**src/rtl/fcd_pkg.sv**
```systemverilog
package fcd_pkg;

  typedef enum logic [3:0] {
    OP_NONE     = 4'd0,
    OP_READ     = 4'd1,
    OP_AUTOSEL  = 4'd2,
    OP_QUERY    = 4'd3,
    OP_PROGRAM  = 4'd4,
    OP_CHIP_ER  = 4'd5,
    OP_SECT_ER  = 4'd6,
    OP_SUSPEND  = 4'd7,
    OP_RESUME   = 4'd8,
    OP_SEC_IN   = 4'd9,
    OP_SEC_OUT  = 4'd10
  } fcd_op_e;

  typedef enum logic [3:0] {
    S_IDLE, S_UNL1, S_UNL2, S_PROG, S_ER1, S_ER2, S_ER3, S_ASEL, S_ERR
  } fcd_state_e;

  // One flag per recognised address/data pattern of the current write
  typedef struct packed {
    logic unl1;   // 0xAA @ 0x555
    logic unl2;   // 0x55 @ 0x2AA
    logic a0;     // 0xA0 @ 0x555
    logic d90;    // 0x90 @ 0x555
    logic d80;    // 0x80 @ 0x555
    logic d88;    // 0x88 @ 0x555
    logic d10;    // 0x10 @ 0x555
    logic d30;    // 0x30 anywhere
    logic f0;     // 0xF0 anywhere
    logic qry;    // 0x98 @ 0x055
    logic b0;     // 0xB0 anywhere
    logic d00;    // 0x00 anywhere
  } fcd_hit_t;

  // Compare the low w bits of two values
  function automatic logic low_eq(input logic [31:0] val, input logic [31:0] pat,
                                  input int unsigned w);
    logic [31:0] mask;
    mask = (w >= 32) ? '1 : ((32'd1 << w) - 32'd1);
    return ((val ^ pat) & mask) == 32'd0;
  endfunction

endpackage

```
**src/rtl/fcd_match.sv**
```systemverilog
module fcd_match
  import fcd_pkg::*;
#(
  parameter int ADDR_W = 20,
  parameter int DATA_W = 16,
  parameter int DEC_W  = 11,
  parameter int CMD_W  = 8
) (
  input  logic [ADDR_W-1:0] addr,
  input  logic [DATA_W-1:0] data,
  output fcd_hit_t          hit
);
  logic [31:0] a32, d32;
  logic at555, at2aa, at055;

  assign a32 = 32'(addr);
  assign d32 = 32'(data);

  assign at555 = low_eq(a32, 32'h555, DEC_W);
  assign at2aa = low_eq(a32, 32'h2AA, DEC_W);
  assign at055 = low_eq(a32, 32'h055, DEC_W);

  always_comb begin
    hit.unl1 = at555 && low_eq(d32, 32'hAA, CMD_W);
    hit.unl2 = at2aa && low_eq(d32, 32'h55, CMD_W);
    hit.a0   = at555 && low_eq(d32, 32'hA0, CMD_W);
    hit.d90  = at555 && low_eq(d32, 32'h90, CMD_W);
    hit.d80  = at555 && low_eq(d32, 32'h80, CMD_W);
    hit.d88  = at555 && low_eq(d32, 32'h88, CMD_W);
    hit.d10  = at555 && low_eq(d32, 32'h10, CMD_W);
    hit.d30  = low_eq(d32, 32'h30, CMD_W);
    hit.f0   = low_eq(d32, 32'hF0, CMD_W);
    hit.qry  = at055 && low_eq(d32, 32'h98, CMD_W);
    hit.b0   = low_eq(d32, 32'hB0, CMD_W);
    hit.d00  = low_eq(d32, 32'h00, CMD_W);
  end
endmodule

```
**src/rtl/fcd_fsm.sv**
```systemverilog
module fcd_fsm
  import fcd_pkg::*;
(
  input  logic       clk,
  input  logic       rst_n,
  input  logic       wr_valid,
  input  fcd_hit_t   hit,
  output fcd_state_e state,
  output logic       fire,
  output fcd_op_e    fire_op
);
  fcd_state_e nxt;

  always_comb begin
    nxt     = state;
    fire    = 1'b0;
    fire_op = OP_NONE;
    if (wr_valid) begin
      if (state == S_PROG) begin
        fire = 1'b1; fire_op = OP_PROGRAM; nxt = S_IDLE;
      end else if (hit.f0) begin
        fire = 1'b1; fire_op = OP_READ; nxt = S_IDLE;
      end else begin
        nxt = S_ERR;
        case (state)
          S_IDLE: begin
            if (hit.qry)       begin fire = 1'b1; fire_op = OP_QUERY;   nxt = S_IDLE; end
            else if (hit.b0)   begin fire = 1'b1; fire_op = OP_SUSPEND; nxt = S_IDLE; end
            else if (hit.d30)  begin fire = 1'b1; fire_op = OP_RESUME;  nxt = S_IDLE; end
            else if (hit.unl1) nxt = S_UNL1;
          end
          S_UNL1: if (hit.unl2) nxt = S_UNL2;
          S_UNL2: begin
            if (hit.a0)        nxt = S_PROG;
            else if (hit.d80)  nxt = S_ER1;
            else if (hit.d90)  begin fire = 1'b1; fire_op = OP_AUTOSEL; nxt = S_ASEL; end
            else if (hit.d88)  begin fire = 1'b1; fire_op = OP_SEC_IN;  nxt = S_IDLE; end
          end
          S_ER1: if (hit.unl1) nxt = S_ER2;
          S_ER2: if (hit.unl2) nxt = S_ER3;
          S_ER3: begin
            if (hit.d10)       begin fire = 1'b1; fire_op = OP_CHIP_ER; nxt = S_IDLE; end
            else if (hit.d30)  begin fire = 1'b1; fire_op = OP_SECT_ER; nxt = S_IDLE; end
          end
          S_ASEL: begin
            if (hit.d00)       begin fire = 1'b1; fire_op = OP_SEC_OUT; nxt = S_IDLE; end
            else if (hit.unl1) nxt = S_UNL1;
          end
          default: nxt = S_ERR;
        endcase
      end
    end
  end

  always_ff @(posedge clk) begin
    if (!rst_n) state <= S_IDLE;
    else        state <= nxt;
  end
endmodule

```
**src/rtl/fcd_out.sv**
```systemverilog
module fcd_out
  import fcd_pkg::*;
#(
  parameter int ADDR_W = 20,
  parameter int DATA_W = 16
) (
  input  logic              clk,
  input  logic              rst_n,
  input  logic              fire,
  input  fcd_op_e           fire_op,
  input  logic [ADDR_W-1:0] addr,
  input  logic [DATA_W-1:0] data,
  output logic              op_valid,
  output logic [3:0]        op_code,
  output logic [ADDR_W-1:0] op_addr,
  output logic [DATA_W-1:0] op_data
);
  always_ff @(posedge clk) begin
    if (!rst_n) begin
      op_valid <= 1'b0;
      op_code  <= OP_NONE;
      op_addr  <= '0;
      op_data  <= '0;
    end else begin
      op_valid <= fire;
      if (fire) begin
        op_code <= fire_op;
        op_addr <= addr;
        op_data <= data;
      end
    end
  end
endmodule

```
**src/rtl/flash_cmd_decoder.sv**
```systemverilog
module flash_cmd_decoder
  import fcd_pkg::*;
#(
  parameter int ADDR_W = 20,
  parameter int DATA_W = 16
) (
  input  logic              clk,
  input  logic              rst_n,
  input  logic              wr_valid,
  input  logic [ADDR_W-1:0] wr_addr,
  input  logic [DATA_W-1:0] wr_data,
  output logic              op_valid,
  output logic [3:0]        op_code,
  output logic [ADDR_W-1:0] op_addr,
  output logic [DATA_W-1:0] op_data,
  output logic              seq_error
);
  localparam int DEC_W = 11;
  localparam int CMD_W = 8;

  fcd_hit_t   hit;
  fcd_state_e state;
  logic       fire;
  fcd_op_e    fire_op;
  logic       in_prog;

  fcd_match #(.ADDR_W(ADDR_W), .DATA_W(DATA_W), .DEC_W(DEC_W), .CMD_W(CMD_W)) match_i (
    .addr(wr_addr), .data(wr_data), .hit(hit)
  );

  fcd_fsm fsm_i (
    .clk(clk), .rst_n(rst_n), .wr_valid(wr_valid), .hit(hit),
    .state(state), .fire(fire), .fire_op(fire_op)
  );

  fcd_out #(.ADDR_W(ADDR_W), .DATA_W(DATA_W)) out_i (
    .clk(clk), .rst_n(rst_n), .fire(fire), .fire_op(fire_op),
    .addr(wr_addr), .data(wr_data),
    .op_valid(op_valid), .op_code(op_code), .op_addr(op_addr), .op_data(op_data)
  );

  assign in_prog   = (state == S_PROG);
  assign seq_error = (state == S_ERR);
endmodule

```
**config.mk**
```make
export PLATFORM = sky130hd
export DESIGN_NAME = flash_cmd_decoder
export DESIGN_NICKNAME = d
export VERILOG_FILES = /design/src/rtl/fcd_pkg.sv /design/src/rtl/fcd_match.sv /design/src/rtl/fcd_fsm.sv /design/src/rtl/fcd_out.sv /design/src/rtl/flash_cmd_decoder.sv
export SDC_FILE = /design/constraint.sdc
export NUM_CORES = 1
export LEC_CHECK = 0
export BUFFER_PORTS_ARGS = -buffer_cell sky130_fd_sc_hd__buf_2
export CORE_UTILIZATION = 40
export CTS_CLUSTER_DIAMETER = 60
export DETAILED_ROUTE_END_ITERATION = 7
export PLACE_DENSITY_LB_ADDON = 0.08
export SLEW_MARGIN = 10
export SYNTH_ARGS = -nofsm -noshare
export SYNTH_HDL_FRONTEND = slang
export SYNTH_SLANG_ARGS = --single-unit
```
**constraint.sdc**
```tcl
create_clock -name clk -period 2 [get_ports clk]
set_input_delay 0.2 -clock clk [delete_from_list [all_inputs] [get_ports clk]]
set_output_delay 0.2 -clock clk [all_outputs]
set_load 0.02 [all_outputs]
```
**Yosys cells after proc, flatten, opt, wreduce, memory -nomap -nowiden**

Cells that the tools add are included.

- Bits in registers: 45
- Input port bits: 39
- Output and inout bits: 42

- Bitwise operators: 14
- Equal/unequal tests: 8
- Muxes and demuxes: 44
- Reductions and logical operators: 24

Operators by type and width:

| cell | count |
|---|---|
| logical NOT 32 bit | 15 |
| two-way mux 4 bit | 28 |
| case mux 4 bit (7 select lines) | 1 |
| == test 4 x 3 -> 1 bit (second input constant) | 4 |
| inverter 4 bit | 4 |
| case mux 4 bit (4 select lines) | 1 |
| two-way mux 1 bit | 12 |
| == test 4 x 2 -> 1 bit (second input constant) | 2 |
| logical AND 1 bit | 8 |
| inverter 2 bit | 4 |
| inverter 3 bit | 2 |
| inverter 6 bit | 1 |
| inverter 5 bit | 1 |
| == test 4 x 1 -> 1 bit (second input constant) | 1 |
| == test 4 bit (second input constant) | 1 |
| logical NOT 4 bit | 1 |
| case mux 1 bit (4 select lines) | 1 |
| two-way mux 3 bit | 1 |
| inverter 1 bit | 2 |

**Depth between registers and ports, before layout**

Gate-level depths: netlist (run 1).

- Depth in word-level cells: 11
- Depth in mapped cells: 9

**Hierarchy**

From an unflattened synthesis (run 1), not the netlist that was laid out.

- Cell total of the unflattened synthesis: 251
- Area, all modules: 2399.8 µm²

By module, submodules not included:

| module | cells an instance | area an instance (µm²) | times used |
|---|---|---|---|
| fcd_out | 131 | 1584.0 | 1 |
| fcd_fsm | 82 | 561.8 | 1 |
| fcd_match | 37 | 239.0 | 1 |
| flash_cmd_decoder | 1 | 15.0 | 1 |

**Least setup slack after synthesis (run 1)**

No wires, ideal clock.

- Kind: register to register
- Start: register fsm_i.state[3]
- End: register out_i.op_addr[11]
- Path slack: 0.091 ns
- Path buffers: 3
- Cell stages (with the launch flop): 10
- Setup time: 0.129 ns
- Arrival: 1.781 ns
- Cell sequence: dfxtp_1 -> clkbuf_1 -> inv_1 -> nand2_1 -> a22oi_2 -> o41a_2 -> buf_6 -> buf_8 -> nand3_1 -> o21ai_0

- Cells in the longest elaborated chain, start to end: 5
- Elaborated cells on any way between the ends: 9
- Those cells by class: 4 x eq/ne; 4 x mux; 1 x reduce/logical

RTL lines:

| what | line | text |
|---|---|---|
| from (decl) | fcd_fsm.sv:8 | `output fcd_state_e state,` |
| from (signal assigned) | fcd_fsm.sv:57 | `else state <= nxt;` |
| == test 4 x 3 -> 1 bit, or another cell as far along | fcd_fsm.sv:25 | `case (state)` |
| case mux 1 bit (4 select lines) | fcd_fsm.sv:25 |  |
| two-way mux 1 bit | fcd_fsm.sv:21 | `end else if (hit.f0) begin` |
| two-way mux 1 bit (*) | fcd_fsm.sv:19 | `if (state == S_PROG) begin` |
| two-way mux 1 bit (*) | fcd_fsm.sv:18 | `if (wr_valid) begin` |
| to (signal assigned) | fcd_out.sv:28 | `op_addr <= addr;` |
| to (decl) | fcd_out.sv:15 | `output logic [ADDR_W-1:0] op_addr,` |

Every way passes the cells marked *; elsewhere a longest branch is shown, timed or not.
A chain may end at the register's enable or synchronous reset.

**Worst setup path after layout (run 1)**

- Start: register fsm_i.state[2]
- End: register out_i.op_code[2]

- Cells in the longest elaborated chain, start to end: 5
- Elaborated cells on any way between the ends: 13
- Those cells by class: 4 x eq/ne; 8 x mux; 1 x reduce/logical

RTL lines:

| what | line | text |
|---|---|---|
| == test 4 x 3 -> 1 bit, or another cell as far along | fcd_fsm.sv:25 |  |
| case mux 4 bit (4 select lines) or case mux 1 bit (4 select lines) (tied branches) | fcd_fsm.sv:25 |  |
| two-way mux 4 bit or two-way mux 1 bit (tied branches) | fcd_fsm.sv:21 |  |
| two-way mux 4 bit or two-way mux 1 bit (tied branches) | fcd_fsm.sv:19 |  |
| two-way mux 4 bit or two-way mux 1 bit (tied branches) | fcd_fsm.sv:18 |  |
| to (signal assigned) | fcd_out.sv:27 | `op_code <= fire_op;` |
| to (decl) | fcd_out.sv:14 | `output logic [3:0] op_code,` |

Several ways; a longest one is shown, not always the timed one.

==> flow_metrics.py, run 1 <==
metrics = {
    "outcome": {
        "outcome": "complete, no violations",
    },
    "placement": {
        "dp.cells": 476,
        "port_buffers": 80,
        "place.gp.congestion": 0.9085,
        "dp_slack_ns": -0.07715,
        "dp_hpwl_um": 5052,
    },
    "synth": {
        "synthFlopType": "dfxtp_1",
        "ys_types": 55,
        "seq_area_frac_synth_pct": 37.56,
        "postSynthNetCount": 345,
        "synth_area_um2": 2399,
        "synth_most_common_cell": "nand2_1",
        "synth-edff-count": 0,
        "ys_top_cells_by_count": "48 x nand2_1, 45 x dfxtp_1, 37 x nand3_1",
        "synth_top_area_share_pct": 37.56,
        "ys_warn_count": 0,
        "postSynthAreaPerCell_um2": 7.838,
        "synth_area_leaders": "dfxtp_1 38%, nand3_1 7.7%, nand2_1 7.5%",
        "async_flop_share_pct": 0,
        "synth-seq-cells": 45,
        "synth_top_cell_by_area": "dfxtp_1",
        "syn_inst": 306,
    },
    "worst_setup_path": {
        "r2r_setup_slack_ns": 0.03,
        "startpoint_type": "flip-flop",
        "reg2reg_depth": 7,
        "reg2reg_from": "fsm_i.state[2]",
        "critPathKind": "flip-flop to flip-flop",
        "reg2reg_to": "out_i.op_code[2]",
        "critPathCaptureType": "flip-flop",
        "required_ns": 2.20,
        "crit_fanout": 8,
        "critPathLaunch": "fsm_i.state[2]",
        "cp.arrival_ns": 2.17,
    },
    "grt": {
        "antenna_found_initial": 0,
        "overflow": 0,
        "grt_pass1_vias": 2362,
        "grt_max_degree": 64,
        "grt_util_all_layers_pct": 22.35,
        "grt_first_pass_wirelength_um": 10990,
    },
    "pwr": {
        "irDropWorstVdd_v": 0.0003047,
        "powerDensity_nw_per_um2": 509.5,
        "p_leak_nw": 1.442,
        "finalPower_mw": 1.752,
    },
    "min_path": {
        "min_path_type": "input port to flip-flop",
        "hold_end": "out_i.op_data[8]",
        "whs_path_depth": 3,
        "min-delay-start": "wr_data[8]",
    },
    "clocking": {
        "cts_max_path_buffers": 2,
        "path_clk_slew_ns": 0.09,
        "cts_buffers": 5,
        "h-tree-depth": 2,
        "root_buffer": "clkbuf_8",
        "cts_tree": "done",
        "clkLatencyLatePin_ns": 0.30,
        "ctsHoldBuffers": 0,
        "cts_num_sinks": 45,
    },
    "route": {
        "drt-total-wl_um": 7229,
        "drc": 0,
        "detail_route.vias_per_cell": 5.431,
        "ant_nets": 0,
        "num_vias": 2661,
        "wl_per_cell_um": 14.75,
        "drt_pre_antenna_iters": 5,
        "drt_iter0_markers": 112,
    },
    "die": {
        "initial_core_util_pct": 42.51,
        "rows": 27,
        "core_um2": 5642,
        "io-pin-count": 81,
        "dieArea_um2": 6310,
        "die_y_um": 79.44,
        "dieWidth_um": 79.44,
    },
    "layout": {
        "area_growth_pct": 43.35,
        "layoutNonFillerInstCount": 490,
        "drive_gt1_share_pct": 39.47,
        "n_fill_cell": 553,
        "antennaDiodeCount": 0,
        "nets": 456,
    },
    "timing": {
        "fmax_mhz": 506.7,
        "period_share_pct": 98.68,
        "fin_crit_ns": 1.974,
        "relSlewSlack_pct": 69.54,
        "rsz0062_at_grt": "true",
        "fin_skew_ns": 0.01005,
        "tightestPinTransition_ns": 0.4510,
        "final_max_slew_viol_count": 0,
        "setup_violations": 0,
        "hold_viol": 0,
        "setup_slack_ns": 0.02645,
    },
    "job": {
        "maxCapViolCount": 0,
    },
}
[worst max-delay path by stage]
stage                         to  slack (ns)  cells after the start
2_1_floorplan  out_i.op_addr[11]        0.09                      9
3_3_place_gp    out_i.op_code[3]       -0.02                      8
3_5_place_dp    out_i.op_code[3]       -0.08                      8
4_1_cts         out_i.op_code[1]        0.02                      7
5_1_grt         out_i.op_code[2]       -0.02                      7
6_report        out_i.op_code[2]        0.03                      7
[cell type report]
class	instances	area, um2	share of cell area (%)
clock buffers	6	82.58	2.402
repair buffers	130	898.4	26.13
inverters	5	18.77	0.5459
well taps	72	90.09	2.620
multi-input cells	230	1421	41.34
flip-flops and latches	45	913.4	26.56
clock inverters	2	13.76	0.4003
[per-layer routing]
metal,GRT usage (%),wire (um)
met1,28.71,3300
met5,0,0
met4,8.000,114
met3,5.257,343
met2,36.24,3471
[where the power goes]
group	leakage [nW]	switching [mW]	total (mW)	internal, mW
clock	0.0512	0.320	0.601	0.280
sequential	0.365	0.00438	0.902	0.898
combinational	1.03	0.140	0.249	0.110
[timing repair]
item,in CTS,in global routing
setup endpoints to repair,4,40
gates cloned,0,4
pin swaps,0,7
hold endpoints to repair,0,0
buffers inserted,0,2
resized for setup,2,27
[kinds of logic (layout without fill, tap and decap cells)]
group / Yosys count / in the layout / share of synthesized area, %
compound gates: 70 / 70 / 18.57
xor+xnor: 2 / 2 / 0.7304
buf+inv: 31 / 143 / 7.251
flops: 45 / 45 / 37.56
simple gates: 158 / 158 / 35.89
[layout by cell type, fill, tap and decap left out, types with 2 or more instances in the layout]
master / synthesis / final
clkbuf_8: 0 / 6
inv_1: 5 / 5
nand3_2: 3 / 3
or3_1: 2 / 2
xnor2_1: 2 / 2
nor2_1: 13 / 12
o211ai_1: 3 / 3
o21ai_2: 3 / 4
a31oi_1: 2 / 2
and3b_1: 3 / 3
a21oi_1: 4 / 4
buf_6: 4 / 4
nor4b_1: 2 / 2
nand4_1: 8 / 8
clkbuf_16: 0 / 4
nor4_4: 1 / 2
dfxtp_4: 0 / 3
nor2b_1: 3 / 3
and2_1: 4 / 3
o21ai_0: 28 / 27
nor3b_1: 3 / 3
buf_2: 10 / 80
o21ai_1: 14 / 14
nand2_1: 48 / 48
nand3b_1: 2 / 2
and3_1: 4 / 4
nor4_1: 6 / 4
buf_4: 0 / 39
nand3_1: 37 / 37
nor3_1: 6 / 4
dfxtp_1: 45 / 41
nor4bb_1: 3 / 2
buf_12: 0 / 3
[registers in the layout, indices dropped and copies added (netlist names)]
signal and cells:
out_i.op_code 4, out_i.op_valid 1, out_i.op_addr 20, fsm_i.state 4
out_i.op_data 16
[stage by stage]
step                hold slack [ns]  setup TNS, ns  utilization, %  cell area [um2]
floorplan                    0.2895              0               -             2399
global placement             0.4142       -0.02410           54.98             3102
detailed placement           0.4222        -0.2941           54.98             3102
CTS                          0.1074              0           56.95             3213
global route                 0.1163       -0.05954           60.94             3438
finish                       0.1088              0           60.94             3438
[critical path: stages (launching register included)]
cell	delay [ns]
dfxtp_4	0.38
buf_6	0.12
nor4_4	0.04
buf_4	0.14
and4_4	0.18
o41a_4	0.60
buf_6	0.16
o221a_4	0.24
No activity file was read; power rests on OpenSTA's default activity.
==> inputs of run 2 (changes only) <==
SETUP_SLACK_MARGIN = 0.5   (was not set)
==> flow_metrics.py, run 2 (same netlist as run 1, synthesis figures left out) <==
metrics = {
    "die": {
        "dieArea_um2": 6310,
        "io-pin-count": 81,
        "initial_core_util_pct": 42.51,
        "rows": 27,
        "core_um2": 5642,
        "dieWidth_um": 79.44,
        "die_y_um": 79.44,
    },
    "clocking": {
        "h-tree-depth": 2,
        "cts_buffers": 5,
        "root_buffer": "clkbuf_8",
        "cts_max_path_buffers": 2,
        "ctsHoldBuffers": 0,
        "clkLatencyLatePin_ns": 0.30,
        "cts_tree": "done",
        "path_clk_slew_ns": 0.09,
        "cts_num_sinks": 45,
    },
    "layout": {
        "nets": 462,
        "layoutNonFillerInstCount": 496,
        "n_fill_cell": 517,
        "reg_top3": "out_i.op_addr: 20 flops, out_i.op_data: 16 flops",
        "regMostFlops": "out_i.op_addr",
        "area_growth_pct": 44.50,
        "final_common_cell": "buf_2",
        "antennaDiodeCount": 0,
        "multi_input_area_um2": 1454,
        "drive_gt1_share_pct": 41.75,
        "largest_reg_flops": 20,
        "final_cell_mix": "80 x buf_2, 47 x nand2_1, 45 x buf_4",
        "final_util_pct": 61.43,
        "seq_area_um2": 910.9,
    },
    "worst_setup_path": {
        "critPathCaptureType": "flip-flop",
        "reg2reg_from": "fsm_i.state[2]",
        "required_ns": 2.19,
        "critPathKind": "flip-flop to flip-flop",
        "worst-path-buf-inv": 1,
        "r2r_setup_slack_ns": 0.08,
        "reg2reg_depth": 7,
        "reg2reg_to": "out_i.op_code[1]",
        "crit_fanout": 5,
        "slowest_stage": "o41a_4",
        "cp_cell_sequence": "buf_6 > and2_4 > a32oi_2 > nor3_2 > o41a_4 > or2_4 > o311a_1",
        "critPathMaxStageDelay_ns": 0.52,
        "startpoint_type": "flip-flop",
        "crit_family": "compound AO/OA/AOI/OAI gates",
        "cp.arrival_ns": 2.11,
    },
    "outcome": {
        "outcome": "complete, no violations",
    },
    "placement": {
        "dp_slack_ns": -0.05148,
        "dp_hpwl_um": 5187,
        "dp.cells": 482,
        "port_buffers": 80,
        "place.gp.congestion": 0.8945,
    },
    "route": {
        "ant_nets": 0,
        "drc": 0,
        "drt_pre_antenna_iters": 5,
        "drt_iter0_markers": 163,
        "num_vias": 2718,
        "drt-total-wl_um": 7209,
        "wl_per_cell_um": 14.53,
        "detail_route.vias_per_cell": 5.480,
    },
    "min_path": {
        "min-delay-start": "wr_data[8]",
        "min_path_type": "input port to flip-flop",
        "whs_path_depth": 3,
        "hold_end": "out_i.op_data[8]",
    },
    "timing": {
        "fin_skew_ns": 0.009536,
        "period_share_pct": 96.13,
        "final_max_slew_viol_count": 0,
        "hold-worst-slack_ns": 0.1152,
        "setup_violations": 0,
        "setup_slack_ns": 0.07737,
        "fmax_mhz": 520.1,
        "rsz0062_at_grt": "true",
        "fin_crit_ns": 1.923,
        "hold_viol": 0,
        "relSlewSlack_pct": 71.50,
        "tightestPinTransition_ns": 0.4216,
    },
    "grt": {
        "grt_pass1_vias": 2395,
        "grt_first_pass_wirelength_um": 11140,
        "grt_util_all_layers_pct": 22.36,
        "antenna_found_initial": 0,
        "overflow": 0,
        "grt_max_degree": 71,
    },
    "pwr": {
        "irDropWorstVdd_v": 0.0003072,
        "clkPwrFrac_pct": 32.3,
        "powerDensity_nw_per_um2": 495.1,
        "finalPower_mw": 1.716,
        "comb_power_share_pct": 14.9,
        "p_switching_uw": 455.8,
        "p_int_mw": 1.260,
        "seq_power_share_pct": 52.8,
        "p_leak_nw": 1.457,
        "swShare_pct": 26.56,
    },
    "job": {
        "maxCapViolCount": 0,
    },
}
## run 2: power groups by stage
| stage | Clock [mW] | Sequential [mW] | Combinational, mW |
|---|---|---|---|
| floorplan | 0 | 0.927 | 0.105 |
| global placement | 0 | 0.927 | 0.238 |
| detailed placement | 0 | 0.926 | 0.239 |
| CTS | 0.574 | 0.906 | 0.247 |
| global route | 0.596 | 0.906 | 0.277 |
| finish | 0.555 | 0.905 | 0.256 |
## run 2: routing by layer
layer  wire (um)  global-route usage [%]  share of wire, %  up-vias
met5           0                       0                 0        -
met1        3312                   30.16                46     1256
met3         358                   4.000               5.0       16
li1            -                       -                 -     1352
met4         179                   8.909               2.5        0
met2        3357                   35.04                47       94
## run 2: tightest hold or removal path, cell delays in order
cell     delay [ns]
buf_2          0.08
nand3_1        0.05
o21ai_0        0.06
## run 2: what timing repair did
action,in CTS,in global routing
cloned,0,3
endpoints found under the setup margin,46,46
hold endpoints to repair,0,0
resized for setup,22,13
buffers inserted,0,3
pin swaps,4,4
## run 2: layout make-up
class | instances | share of cell area, %
timing repair buffer | 135 | 26.21
sequential | 45 | 26.28
tap | 72 | 2.599
clock inverter | 1 | 0.2166
inverter | 5 | 0.5415
clock buffer | 7 | 2.202
multi-input combinational | 231 | 41.95
## run 2: through the flow
step	instance area [um2]	setup TNS [ns]
6_report	3466	0
5_1_grt	3466	0
4_1_cts	3324	0
3_5_place_dp	3161	-0.3571
3_3_place_gp	3161	-0.1015
2_1_floorplan	2431	0
## run 2: worst max-delay path by stage
stage / cells after the start / slack (ns) / start / endpoint
floorplan: 9 / 0.17 / fsm_i.state[2] / out_i.op_addr[11]
global placement: 7 / -0.04 / fsm_i.state[3] / out_i.op_code[1]
detailed placement: 8 / -0.05 / wr_addr[7] / out_i.op_code[3]
CTS: 8 / 0.09 / fsm_i.state[1] / out_i.op_code[3]
global route: 8 / 0.02 / fsm_i.state[2] / out_i.op_addr[4]
finish: 7 / 0.08 / fsm_i.state[2] / out_i.op_code[1]
